===== src/rtl/dtq_pkg.sv =====
// Shared constants and helpers for the shared-pool admission controller.
// Assumes the alpha code is 4 bits wide and that code 7 means a factor of one.
package dtq_pkg;
    localparam int ALPHA_W     = 4;
    localparam int ALPHA_UNITY = 7;
    localparam int ALPHA_TOP   = 10;

    // Saturate an alpha code at the largest supported factor.
    function automatic logic [ALPHA_W-1:0] alpha_clamp(input logic [ALPHA_W-1:0] code);
        return (code > ALPHA_W'(ALPHA_TOP)) ? ALPHA_W'(ALPHA_TOP) : code;
    endfunction
endpackage


===== src/rtl/dtq_guar_split.sv =====
// Splits a guaranteed-cell budget among queues by 1/2^FRAC_W fractions.
// Each share is rounded down, and the cells lost to rounding go to queue 0.
// Assumes the fractions sum to at most 2^FRAC_W. Otherwise no remainder is added.
module dtq_guar_split #(
    parameter int NUM_Q  = 4,
    parameter int CNT_W  = 12,
    parameter int FRAC_W = 8,
    localparam int PROD_W = CNT_W + FRAC_W,
    localparam int SUM_W  = CNT_W + $clog2(NUM_Q) + 1
) (
    input  logic                    clk,
    input  logic                    rst_n,
    input  logic [CNT_W-1:0]        total,
    input  logic [NUM_Q*FRAC_W-1:0] frac,
    output logic [NUM_Q*CNT_W-1:0]  mins
);
    logic [CNT_W-1:0] share [NUM_Q];
    logic [SUM_W-1:0] share_sum;
    logic [CNT_W-1:0] leftover;

    for (genvar q = 0; q < NUM_Q; q++) begin : g_share
        logic [PROD_W-1:0] prod;
        // Scale the budget by this queue's fraction, dropping the fraction bits.
        assign prod     = PROD_W'(total) * PROD_W'(frac[q*FRAC_W +: FRAC_W]);
        assign share[q] = prod[PROD_W-1:FRAC_W];
        if (q == 0) begin : g_first
            assign mins[0 +: CNT_W] = share[0] + leftover;
        end else begin : g_rest
            assign mins[q*CNT_W +: CNT_W] = share[q];
        end
    end

    // Add up the rounded shares and find the unassigned remainder.
    always_comb begin
        share_sum = '0;
        for (int q = 0; q < NUM_Q; q++) share_sum = share_sum + SUM_W'(share[q]);
        leftover = (share_sum < SUM_W'(total)) ? CNT_W'(SUM_W'(total) - share_sum) : '0;
    end

    logic [SUM_W-1:0] out_sum;
    // Sum of the published allotments, used only by the check below.
    always_comb begin
        out_sum = '0;
        for (int q = 0; q < NUM_Q; q++) out_sum = out_sum + SUM_W'(mins[q*CNT_W +: CNT_W]);
    end

    // the published allotments use the whole budget
    a_r9_split_conserves: assert property (@(posedge clk) disable iff (!rst_n)
        (share_sum <= SUM_W'(total)) |-> (out_sum == SUM_W'(total)));
endmodule


===== src/rtl/dtq_thresh.sv =====
// Scales the free shared-cell count by a power-of-two alpha, using shifts only.
// Assumes code 7 is unity. Codes above the top value act as the top value.
module dtq_thresh
    import dtq_pkg::*;
#(
    parameter int CNT_W = 12,
    localparam int THR_W = CNT_W + ALPHA_TOP - ALPHA_UNITY
) (
    input  logic [CNT_W-1:0]   free_cells,
    input  logic [ALPHA_W-1:0] alpha_code,
    output logic [THR_W-1:0]   limit
);
    logic [ALPHA_W-1:0] code;

    // Choose the shift direction from the clamped code.
    always_comb begin
        code = alpha_clamp(alpha_code);
        if (code >= ALPHA_W'(ALPHA_UNITY))
            limit = THR_W'(free_cells) << (code - ALPHA_W'(ALPHA_UNITY));
        else
            limit = THR_W'(free_cells) >> (ALPHA_W'(ALPHA_UNITY) - code);
    end
endmodule


===== src/rtl/dtq_qacct.sv =====
// Per-queue cell accounting, split into guaranteed and shared counts.
// Charges go to guaranteed cells first. Releases take shared cells first.
// Both counts saturate at zero. Assumes the admitted length was already checked.
module dtq_qacct #(
    parameter int CNT_W = 12,
    parameter int LEN_W = 6
) (
    input  logic             clk,
    input  logic             rst_n,
    input  logic [CNT_W-1:0] min_cells,
    input  logic             take_en,
    input  logic [LEN_W-1:0] take_len,
    input  logic             rel_en,
    input  logic [LEN_W-1:0] rel_len,
    output logic [CNT_W-1:0] guar_q,
    output logic [CNT_W-1:0] shared_q
);
    logic [CNT_W-1:0] room, len_ext, rel_ext, gtake, stake, srel, grem, grel;

    // Split the charge and the release between the two regions.
    always_comb begin
        room    = (min_cells > guar_q) ? (min_cells - guar_q) : '0;
        len_ext = CNT_W'(take_len);
        rel_ext = CNT_W'(rel_len);
        gtake   = take_en ? ((len_ext < room) ? len_ext : room) : '0;
        stake   = take_en ? (len_ext - gtake) : '0;
        srel    = rel_en ? ((rel_ext < shared_q) ? rel_ext : shared_q) : '0;
        grem    = rel_ext - srel;
        grel    = rel_en ? ((grem < guar_q) ? grem : guar_q) : '0;
    end

    // Update both counts on each edge.
    always_ff @(posedge clk) begin
        if (!rst_n) begin
            guar_q   <= '0;
            shared_q <= '0;
        end else begin
            guar_q   <= guar_q + gtake - grel;
            shared_q <= shared_q + stake - srel;
        end
    end

    // shared use grows only once the guaranteed region is full
    a_r3_guar_first: assert property (@(posedge clk) disable iff (!rst_n)
        (!$past(rel_en) && (shared_q > $past(shared_q))) |-> (guar_q == min_cells));
    // guaranteed use never exceeds the allotment
    a_r3_guar_bound: assert property (@(posedge clk) disable iff (!rst_n)
        guar_q <= min_cells);
    // a pure release never raises a count (no wrap)
    a_r8_no_wrap: assert property (@(posedge clk) disable iff (!rst_n)
        ($past(rel_en) && !$past(take_en)) |-> (guar_q <= $past(guar_q) && shared_q <= $past(shared_q)));
    // guaranteed cells are returned only after the shared ones are gone
    a_r8_shared_first: assert property (@(posedge clk) disable iff (!rst_n)
        ($past(rel_en) && !$past(take_en) && (guar_q < $past(guar_q))) |-> (shared_q == '0));
endmodule


===== src/rtl/dtq_admit.sv =====
// Admission controller for one shared egress pool serving NUM_Q queues.
// A request is judged against the current counts, and the decision is registered.
// Accepted cells and releases are applied on the same edge.
// Assumes configuration is stable outside reset, NUM_Q is a power of two,
// and LEN_W <= CNT_W.
module dtq_admit
    import dtq_pkg::*;
#(
    parameter int NUM_Q  = 4,
    parameter int CNT_W  = 12,
    parameter int LEN_W  = 6,
    parameter int FRAC_W = 8,
    localparam int QID_W = $clog2(NUM_Q),
    localparam int SUM_W = CNT_W + QID_W + 1,
    localparam int THR_W = CNT_W + ALPHA_TOP - ALPHA_UNITY
) (
    input  logic                     clk,
    input  logic                     rst_n,
    input  logic [CNT_W-1:0]         cfg_pool_cells,
    input  logic [CNT_W-1:0]         cfg_guar_total,
    input  logic [NUM_Q*FRAC_W-1:0]  cfg_guar_frac,
    input  logic [NUM_Q*ALPHA_W-1:0] cfg_alpha,
    input  logic                     enq_valid,
    input  logic [QID_W-1:0]         enq_qid,
    input  logic [LEN_W-1:0]         enq_len,
    input  logic                     rel_valid,
    input  logic [QID_W-1:0]         rel_qid,
    input  logic [LEN_W-1:0]         rel_len,
    output logic                     res_valid,
    output logic                     res_accept,
    output logic [NUM_Q*CNT_W-1:0]   occ_guar,
    output logic [NUM_Q*CNT_W-1:0]   occ_shared,
    output logic [CNT_W-1:0]         pool_free
);
    logic [NUM_Q*CNT_W-1:0] mins_flat;
    logic [CNT_W-1:0]       g_arr [NUM_Q];
    logic [CNT_W-1:0]       s_arr [NUM_Q];
    logic [CNT_W-1:0]       m_arr [NUM_Q];
    logic [ALPHA_W-1:0]     a_arr [NUM_Q];
    logic [SUM_W-1:0]       pool_used;
    logic [CNT_W-1:0]       free_cells, room, len_ext, need;
    logic [THR_W-1:0]       limit;
    logic                   fits, admit;

    dtq_guar_split #(.NUM_Q(NUM_Q), .CNT_W(CNT_W), .FRAC_W(FRAC_W)) u_split (
        .clk   (clk),
        .rst_n (rst_n),
        .total (cfg_guar_total),
        .frac  (cfg_guar_frac),
        .mins  (mins_flat)
    );

    for (genvar q = 0; q < NUM_Q; q++) begin : g_q
        assign m_arr[q] = mins_flat[q*CNT_W +: CNT_W];
        assign a_arr[q] = cfg_alpha[q*ALPHA_W +: ALPHA_W];
        dtq_qacct #(.CNT_W(CNT_W), .LEN_W(LEN_W)) u_acct (
            .clk       (clk),
            .rst_n     (rst_n),
            .min_cells (m_arr[q]),
            .take_en   (admit && (enq_qid == QID_W'(q))),
            .take_len  (enq_len),
            .rel_en    (rel_valid && (rel_qid == QID_W'(q))),
            .rel_len   (rel_len),
            .guar_q    (g_arr[q]),
            .shared_q  (s_arr[q])
        );
        assign occ_guar[q*CNT_W +: CNT_W]   = g_arr[q];
        assign occ_shared[q*CNT_W +: CNT_W] = s_arr[q];
    end

    // Total shared use and the free shared cells that remain.
    always_comb begin
        pool_used = '0;
        for (int q = 0; q < NUM_Q; q++) pool_used = pool_used + SUM_W'(s_arr[q]);
        free_cells = (SUM_W'(cfg_pool_cells) > pool_used)
                   ? CNT_W'(SUM_W'(cfg_pool_cells) - pool_used) : '0;
    end
    assign pool_free = free_cells;

    dtq_thresh #(.CNT_W(CNT_W)) u_thresh (
        .free_cells (free_cells),
        .alpha_code (a_arr[enq_qid]),
        .limit      (limit)
    );

    // Shared cells the request needs, and whether all of its cells fit.
    always_comb begin
        room    = (m_arr[enq_qid] > g_arr[enq_qid]) ? (m_arr[enq_qid] - g_arr[enq_qid]) : '0;
        len_ext = CNT_W'(enq_len);
        need    = (len_ext > room) ? (len_ext - room) : '0;
        fits    = (need == '0) ||
                  ((need <= free_cells) && ((THR_W'(s_arr[enq_qid]) + THR_W'(need)) <= limit));
        admit   = enq_valid && fits;
    end

    // Register the decision for the cycle after the request.
    always_ff @(posedge clk) begin
        if (!rst_n) begin
            res_valid  <= 1'b0;
            res_accept <= 1'b0;
        end else begin
            res_valid  <= enq_valid;
            res_accept <= admit;
        end
    end

    // every request yields a decision on the next cycle
    a_r2_result_follows: assert property (@(posedge clk) disable iff (!rst_n)
        enq_valid |=> res_valid);
    // no decision without a request
    a_r2_no_spurious: assert property (@(posedge clk) disable iff (!rst_n)
        !enq_valid |=> !res_valid);
    // a request beyond the scaled limit is dropped
    a_r5_over_limit_drops: assert property (@(posedge clk) disable iff (!rst_n)
        (enq_valid && (need != '0) && ((THR_W'(s_arr[enq_qid]) + THR_W'(need)) > limit)) |=> !res_accept);
    // shared use never exceeds the pool
    a_r5_pool_bound: assert property (@(posedge clk) disable iff (!rst_n)
        pool_used <= SUM_W'(cfg_pool_cells));
    // a drop leaves every count untouched
    a_r7_drop_no_charge: assert property (@(posedge clk) disable iff (!rst_n)
        (res_valid && !res_accept && !$past(rel_valid)) |-> ($stable(occ_guar) && $stable(occ_shared)));
endmodule


===== config.mk =====
export PLATFORM = sky130hd
export DESIGN_NAME = dtq_admit
export DESIGN_NICKNAME = d
export VERILOG_FILES = /design/src/rtl/dtq_pkg.sv /design/src/rtl/dtq_guar_split.sv /design/src/rtl/dtq_thresh.sv /design/src/rtl/dtq_qacct.sv /design/src/rtl/dtq_admit.sv
export SDC_FILE = /design/constraint.sdc
export NUM_CORES = 2
export LEC_CHECK = 0
export BUFFER_PORTS_ARGS = -buffer_cell sky130_fd_sc_hd__clkbuf_2
export CORE_UTILIZATION = 48
export DETAILED_ROUTE_END_ITERATION = 8
export GPL_ROUTABILITY_DRIVEN = 1
export GPL_TIMING_DRIVEN = 0
export PLACE_DENSITY = 0.65
export SYNTH_ARGS = -nofsm -noshare
export SYNTH_HDL_FRONTEND = slang
export SYNTH_SLANG_ARGS = --single-unit

===== constraint.sdc =====
create_clock -name clk -period 57.9 [get_ports clk]
set_input_delay 11.58 -clock clk [delete_from_list [all_inputs] [get_ports clk]]
set_output_delay 11.58 -clock clk [all_outputs]
set_load 0.05 [all_outputs]

Yosys cells after proc, flatten, opt, wreduce, memory -nomap -nowiden
Index checks and enable logic that the tools add are counted.

Register bits after elaboration: 98. Word-level logic and storage cells: 154. Input bits: 92. Output and inout port bits: 110.

Shifts and indexed selects: 2. Multiply operators: 4. Magnitude comparators: 25. Bitwise logic cells: 1. Equal/unequal tests: 6. Muxes and demuxes: 50. Reduce and logical (&&, ||, !) cells: 14. $add $sub $neg: 42.

Operators with widths (count): two-way mux 12 bit (42); subtractor 12 bit (15); adder 12 bit (9); subtractor 6 x 12 -> 12 bit (9); less-than comparator 6 x 12 -> 1 bit (8); multiplier 12 x 8 -> 20 bit (4); binary-select mux 12 bit (select 2 bit) (3); greater-than comparator 12 bit (5); less-than comparator 12 bit (4); adder 12 x 12 -> 13 bit (3); adder 15 x 12 -> 15 bit (2); adder 14 x 12 -> 15 bit (1); greater-than comparator 12 x 15 -> 1 bit (1); less-or-equal comparator 13 x 15 -> 1 bit (1); less-than comparator 15 x 12 -> 1 bit (1); two-way mux 15 bit (1); << shifter 12 x 4 -> 15 bit (1); right shift 12 x 4 -> 15 bit (1); adder 13 x 12 -> 14 bit (1); greater-than comparator 6 x 12 -> 1 bit (1); less-or-equal comparator 12 bit (1); zero test 12 bit (1); two-way mux 4 bit (3); logical AND 1 bit (10); 11 further kinds (16).

Depth between registers and ports, before layout
Depth in word-level cells: 25. Mapped depth: 114. Depth with buffers taken out: 111.

Cells and area by module
Synthesis repeated with hierarchy kept, for this count alone.

Cell total of the unflattened synthesis: 4534. Area total of the unflattened synthesis: 37372.1 µm².

Modules (own cells, without submodules): dtq_guar_split (cells each 1625, instances 1, area each 13691.9 µm²); dtq_qacct (g_q[0].u_acct ...) (cells each 543, instances 3, area each 4398.0 µm²); dtq_admit (cells each 557, instances 1, area each 4850.9 µm²); dtq_qacct (g_q[3].u_acct) (cells each 548, instances 1, area each 4395.5 µm²); dtq_thresh (cells each 175, instances 1, area each 1239.9 µm²).

Worst setup path before layout
OpenSTA, ideal clock, no wires.

Kind: input to register. Start point: in cfg_guar_total[1]. End point: reg g_q[2].u_acct.shared_q[11]. Setup slack: 26754 ps. Data required time: 57828 ps. Setup time: 72 ps. Data arrival time: 31075 ps. Stages: 106. Path through: clkbuf_1 > clkbuf_1 > nand2_1 > fa_1 > inv_1 > fa_1 > fa_1 > inv_1 > fa_1 > inv_1 > ha_1 > and3_1 > a21oi_1 > o21ai_1 > a21o_1 > inv_1 > ha_1 > fa_1 > [70 not listed] > ha_1 > fa_1 > nand2b_1 > fa_1 > inv_1 > ha_1 > a21o_1 > a21oi_1 > o21ai_0 > a21oi_1 > o21ai_0 > a21oi_1 > o21bai_1 > a21oi_1 > o21ai_0 > xnor2_1 > nand2b_1 > mux2i_1.

Word-level cells in the longest chain between the ends: 25. Elaborated cells on any way between the ends: 38. Those cells by class: add/sub (12); mul (4); order compare (7); mux (10); reduce/logical (5).

RTL lines: start: declaration (line dtq_admit.sv:20) `input logic [CNT_W-1:0] cfg_guar_total,`; multiplier 12 x 8 -> 20 bit (line dtq_guar_split.sv:24) `assign prod = PROD_W'(total) * PROD_W'(frac[q*FRAC_W +: FRAC_W]);`; adder 12 x 12 -> 13 bit (line dtq_guar_split.sv:36) `for (int q = 0; q < NUM_Q; q++) share_sum = share_sum + SUM_W'(share[q]);`; adder 15 x 12 -> 15 bit (2 in series) (line dtq_guar_split.sv:36); subtractor 12 bit / less-than comparator 15 x 12 -> 1 bit (equally long branches) (line dtq_guar_split.sv:37) `leftover = (share_sum < SUM_W'(total)) ? CNT_W'(SUM_W'(total) - share_sum) : '0;`; two-way mux 12 bit (line dtq_guar_split.sv:37); adder 12 bit (line dtq_guar_split.sv:27) `assign mins[0 +: CNT_W] = share[0] + leftover;`; binary-select mux 12 bit (select 2 bit) (line dtq_admit.sv:88) `room = (m_arr[enq_qid] > g_arr[enq_qid]) ? (m_arr[enq_qid] - g_arr[enq_qid]) : '0;`; two-way mux 12 bit (not written as such) (2 in series) (line dtq_admit.sv:88); [7 not listed]; logical OR 1 bit (line dtq_admit.sv:91) `fits = (need == '0) ||`; logical AND 1 bit (line dtq_admit.sv:93) `admit = enq_valid && fits;`; logical AND 1 bit (line dtq_admit.sv:60) `.take_en (admit && (enq_qid == QID_W'(q))),`; two-way mux 12 bit (line dtq_qacct.sv:25) `gtake = take_en ? ((len_ext < room) ? len_ext : room) : '0;`; subtractor 6 x 12 -> 12 bit (line dtq_qacct.sv:26) `stake = take_en ? (len_ext - gtake) : '0;`; two-way mux 12 bit (*) (line dtq_qacct.sv:26); adder 12 bit (*) (line dtq_qacct.sv:39) `shared_q <= shared_q + stake - srel;`; subtractor 12 bit (*) (line dtq_qacct.sv:39); end signal: assignment (line dtq_qacct.sv:39); end: declaration (line dtq_qacct.sv:16) `output logic [CNT_W-1:0] shared_q`.

Every way passes the cells marked *; elsewhere a longest branch is shown, timed or not. The select of a mux whose other input is x is not followed. A chain may end at the register's enable or synchronous reset.

Worst setup path in the final report
Ends and elaborated chain as after synthesis.

==> reports/results.txt <==
Num CTS Buffers: 9
Post-Layout Cell Count: 5538
Slew Limit Fails: 0
FP Rows: 98
Die H: 272.3 um
CTS tree: done
Residual DRC: 0
GPL Wtd Cong: 0.9620
CTS Hold Bufs: 0
Vias in the first global route: 30448
Critical path launch point type: input port
Clock sinks: 98
# setup viols final: 0
GRT overflow: 0
Post-Syn Instances: 4324
Family with the most delay on the worst path: compound AO/OA/AOI/OAI gates
Synth top area share: 21.64%
CP Data Required Time: 58.24 ns
H-Tree Depth: 3
Pre-antenna DRT Iters: 6
Hpwl dp: 93430 um
Post-synth EDFFs: 0
PnR worst setup slack: 22.45 ns
Layout Nets: 5613
Fraction of registers with async set/reset: 0%
Layout cell share with drive strength beyond 1: 6.917%
Netlist Area Pre-Place: 35060 um^2
DRT met1 WL: 48840 um
Post-CTS Resized: 0
Post-Place Worst Slack: 22.47 ns
Iter 0 DRT Violations: 2225
Final instance area: 37770 um^2
Fin. Hold Viols: 0
Critical Path Sink Type: register
Yosys warns: 0
Boundary Pins: 202
Register area share after synthesis: 5.595%
Slowest cell on the critical path: xnor2_1
Core Area: 71850 um^2
Initial Util: 48.80%
Vias per cell: 5.643
Synth Area per Inst: 8.109 um^2
Total GRT Usage: 29.88%
Headroom to the max-slew limit: 10.47%
Most frequent cell after synthesis: inv_1
RSZ-0062 raised after global routing: no
Clk buf depth: 2
Root Buffer: clkbuf_16
Largest cells by area after synthesis: fa_1 22%, ha_1 20%, inv_1 7.9%
Min-Delay Path Class: register to register
Worst-skew pair later-pin latency: 0.41 ns
Die area: 74130 um^2
Initial antenna violation count: 7
Yosys reg bits: 98
Cells after DPL: 5518
Status: complete, no violations
Area leader, netlist: fa_1
Crit path time final: 35.45 ns
Max_cap viols: 0
Vias: 31251
Post-synth top flop: dfxtp_1
Post-Place Cell Area: 37450 um^2
Largest net degree at the start of global routing: 17
Fmax: 28.21 MHz
Uppermost layer routed: met5
Layout area overhead: 7.726%
DIE WIDTH: 272.3 um
Crit path max fanout: 10
Sum Neg Setup Slack: 0 ns
Slowest stage delay, CP: 0.99 ns
Clock skew: 0.02610 ns
Worst Setup Path Type: input port to register
Met2 WL post-DR: 49850 um
Worst path buffer plus inverter count: 13
Post-CTS Setup Inserts: 0
WL final: 110600 um
Met3 WL post-DR: 9163 um
Buffers on Ports: 198
CP arrival: 35.79 ns
Setup slack, reg-to-reg: 44.47 ns
Final period util: 61.23%
First-pass GRT wire length: 170600 um
DR WL/cell: 19.98 um
Most instantiated cells after synthesis: 742 x inv_1, 563 x ha_1, 379 x fa_1
Worst-path clk slew: 0.08 ns
Final ANT Viol Nets: 0
Pin slew with the least headroom to its limit: 1.333 ns
Post-synth cell types: 84
Crit-path most repeated cell: a21oi_1
==> stage by stage <==
step,hold WS [ns],util (%)
final,0.7349,52.57
after global routing,0.8066,52.55
after CTS,0.7362,52.55
after detailed placement,0.7144,52.12
after global placement,0.6938,52.06
after floorplan,0.8536,-
==> cell families (layout without fill, tap and decap cells) <==
kind of cell	after synthesis	after routing	share of synthesized area, %
other	2	51	0.02142
AOI/OAI and AO/OA	863	863	15.55
xor gates and xnor gates	232	232	5.795
buffers and inverters	868	1083	9.303
muxes	109	109	4.653
and+or+nand+nor	1209	1209	17.32
adders and majority gates	943	943	41.76
DFF	98	98	5.595
==> worst paths after layout <==
check,to,depth (start not counted),start
worst max register to register,g_q[2].u_acct.shared_q[11]$_SDFF_PN0_,55,g_q[3].u_acct.guar_q[0]$_SDFF_PN0_
worst min-delay path,g_q[1].u_acct.guar_q[11]$_SDFF_PN0_,4,g_q[1].u_acct.guar_q[11]$_SDFF_PN0_
worst min register to register,g_q[1].u_acct.guar_q[11]$_SDFF_PN0_,4,g_q[1].u_acct.guar_q[11]$_SDFF_PN0_
worst max-delay path,g_q[2].u_acct.shared_q[11]$_SDFF_PN0_,105,cfg_guar_total[1]
==> area by class of cell <==
cell class                 count  area, um^2
fill                        7044       34080
multi-input combinational   3402       30030
inverter                     746        2800
sequential                    98        1962
tap                          950        1189
timing repair buffer         200        1006
buffer                       122       461.7
clock buffer                  11       252.7
clock inverter                 4       58.81
antenna                        5       12.51
==> cell usage in the layout (no fill, tap or decap), types with 48 or more instances in the layout <==
master and instances:
a21o_1 96, a21oi_1 281, and2_1 237, clkbuf_1 106, clkbuf_2 198, dfxtp_1 98, fa_1 379, ha_1 563
inv_1 742, mux2i_1 64, nand2_1 372, nand2b_1 52, nor2_1 214, nor2b_1 60, nor3_1 71, o21a_1 60
o21ai_0 185, o21bai_1 48, xnor2_1 146, xor2_1 86
==> flip-flops by register name (all words and copies together) (netlist names) <==
signal / flops
g_q.u_acct.guar_q: 48
g_q.u_acct.shared_q: 48
res_accept: 1
res_valid: 1
==> per-layer routing <==
metal	vias up	global-route usage [%]
li1	14857	-
met1	15170	41.24
met2	1073	47.53
met3	149	5.633
met4	2	8.205
met5	-	0
==> worst register-to-register path: cells and delay by family (launching register included) <==
kind / cells / cell delay (ns)
AO/OA/AOI/OAI: 22 / 5.42
XOR/XNOR: 1 / 0.16
adder cells (fa/ha/maj): 10 / 3.18
buffers and inverters: 4 / 0.59
flip-flops: 1 / 0.49
multiplexers: 2 / 0.70
AND/OR/NAND/NOR: 16 / 2.89
Power is not shown: default switching activity piles up to over one toggle a cycle in this logic, so the estimate is an artifact.
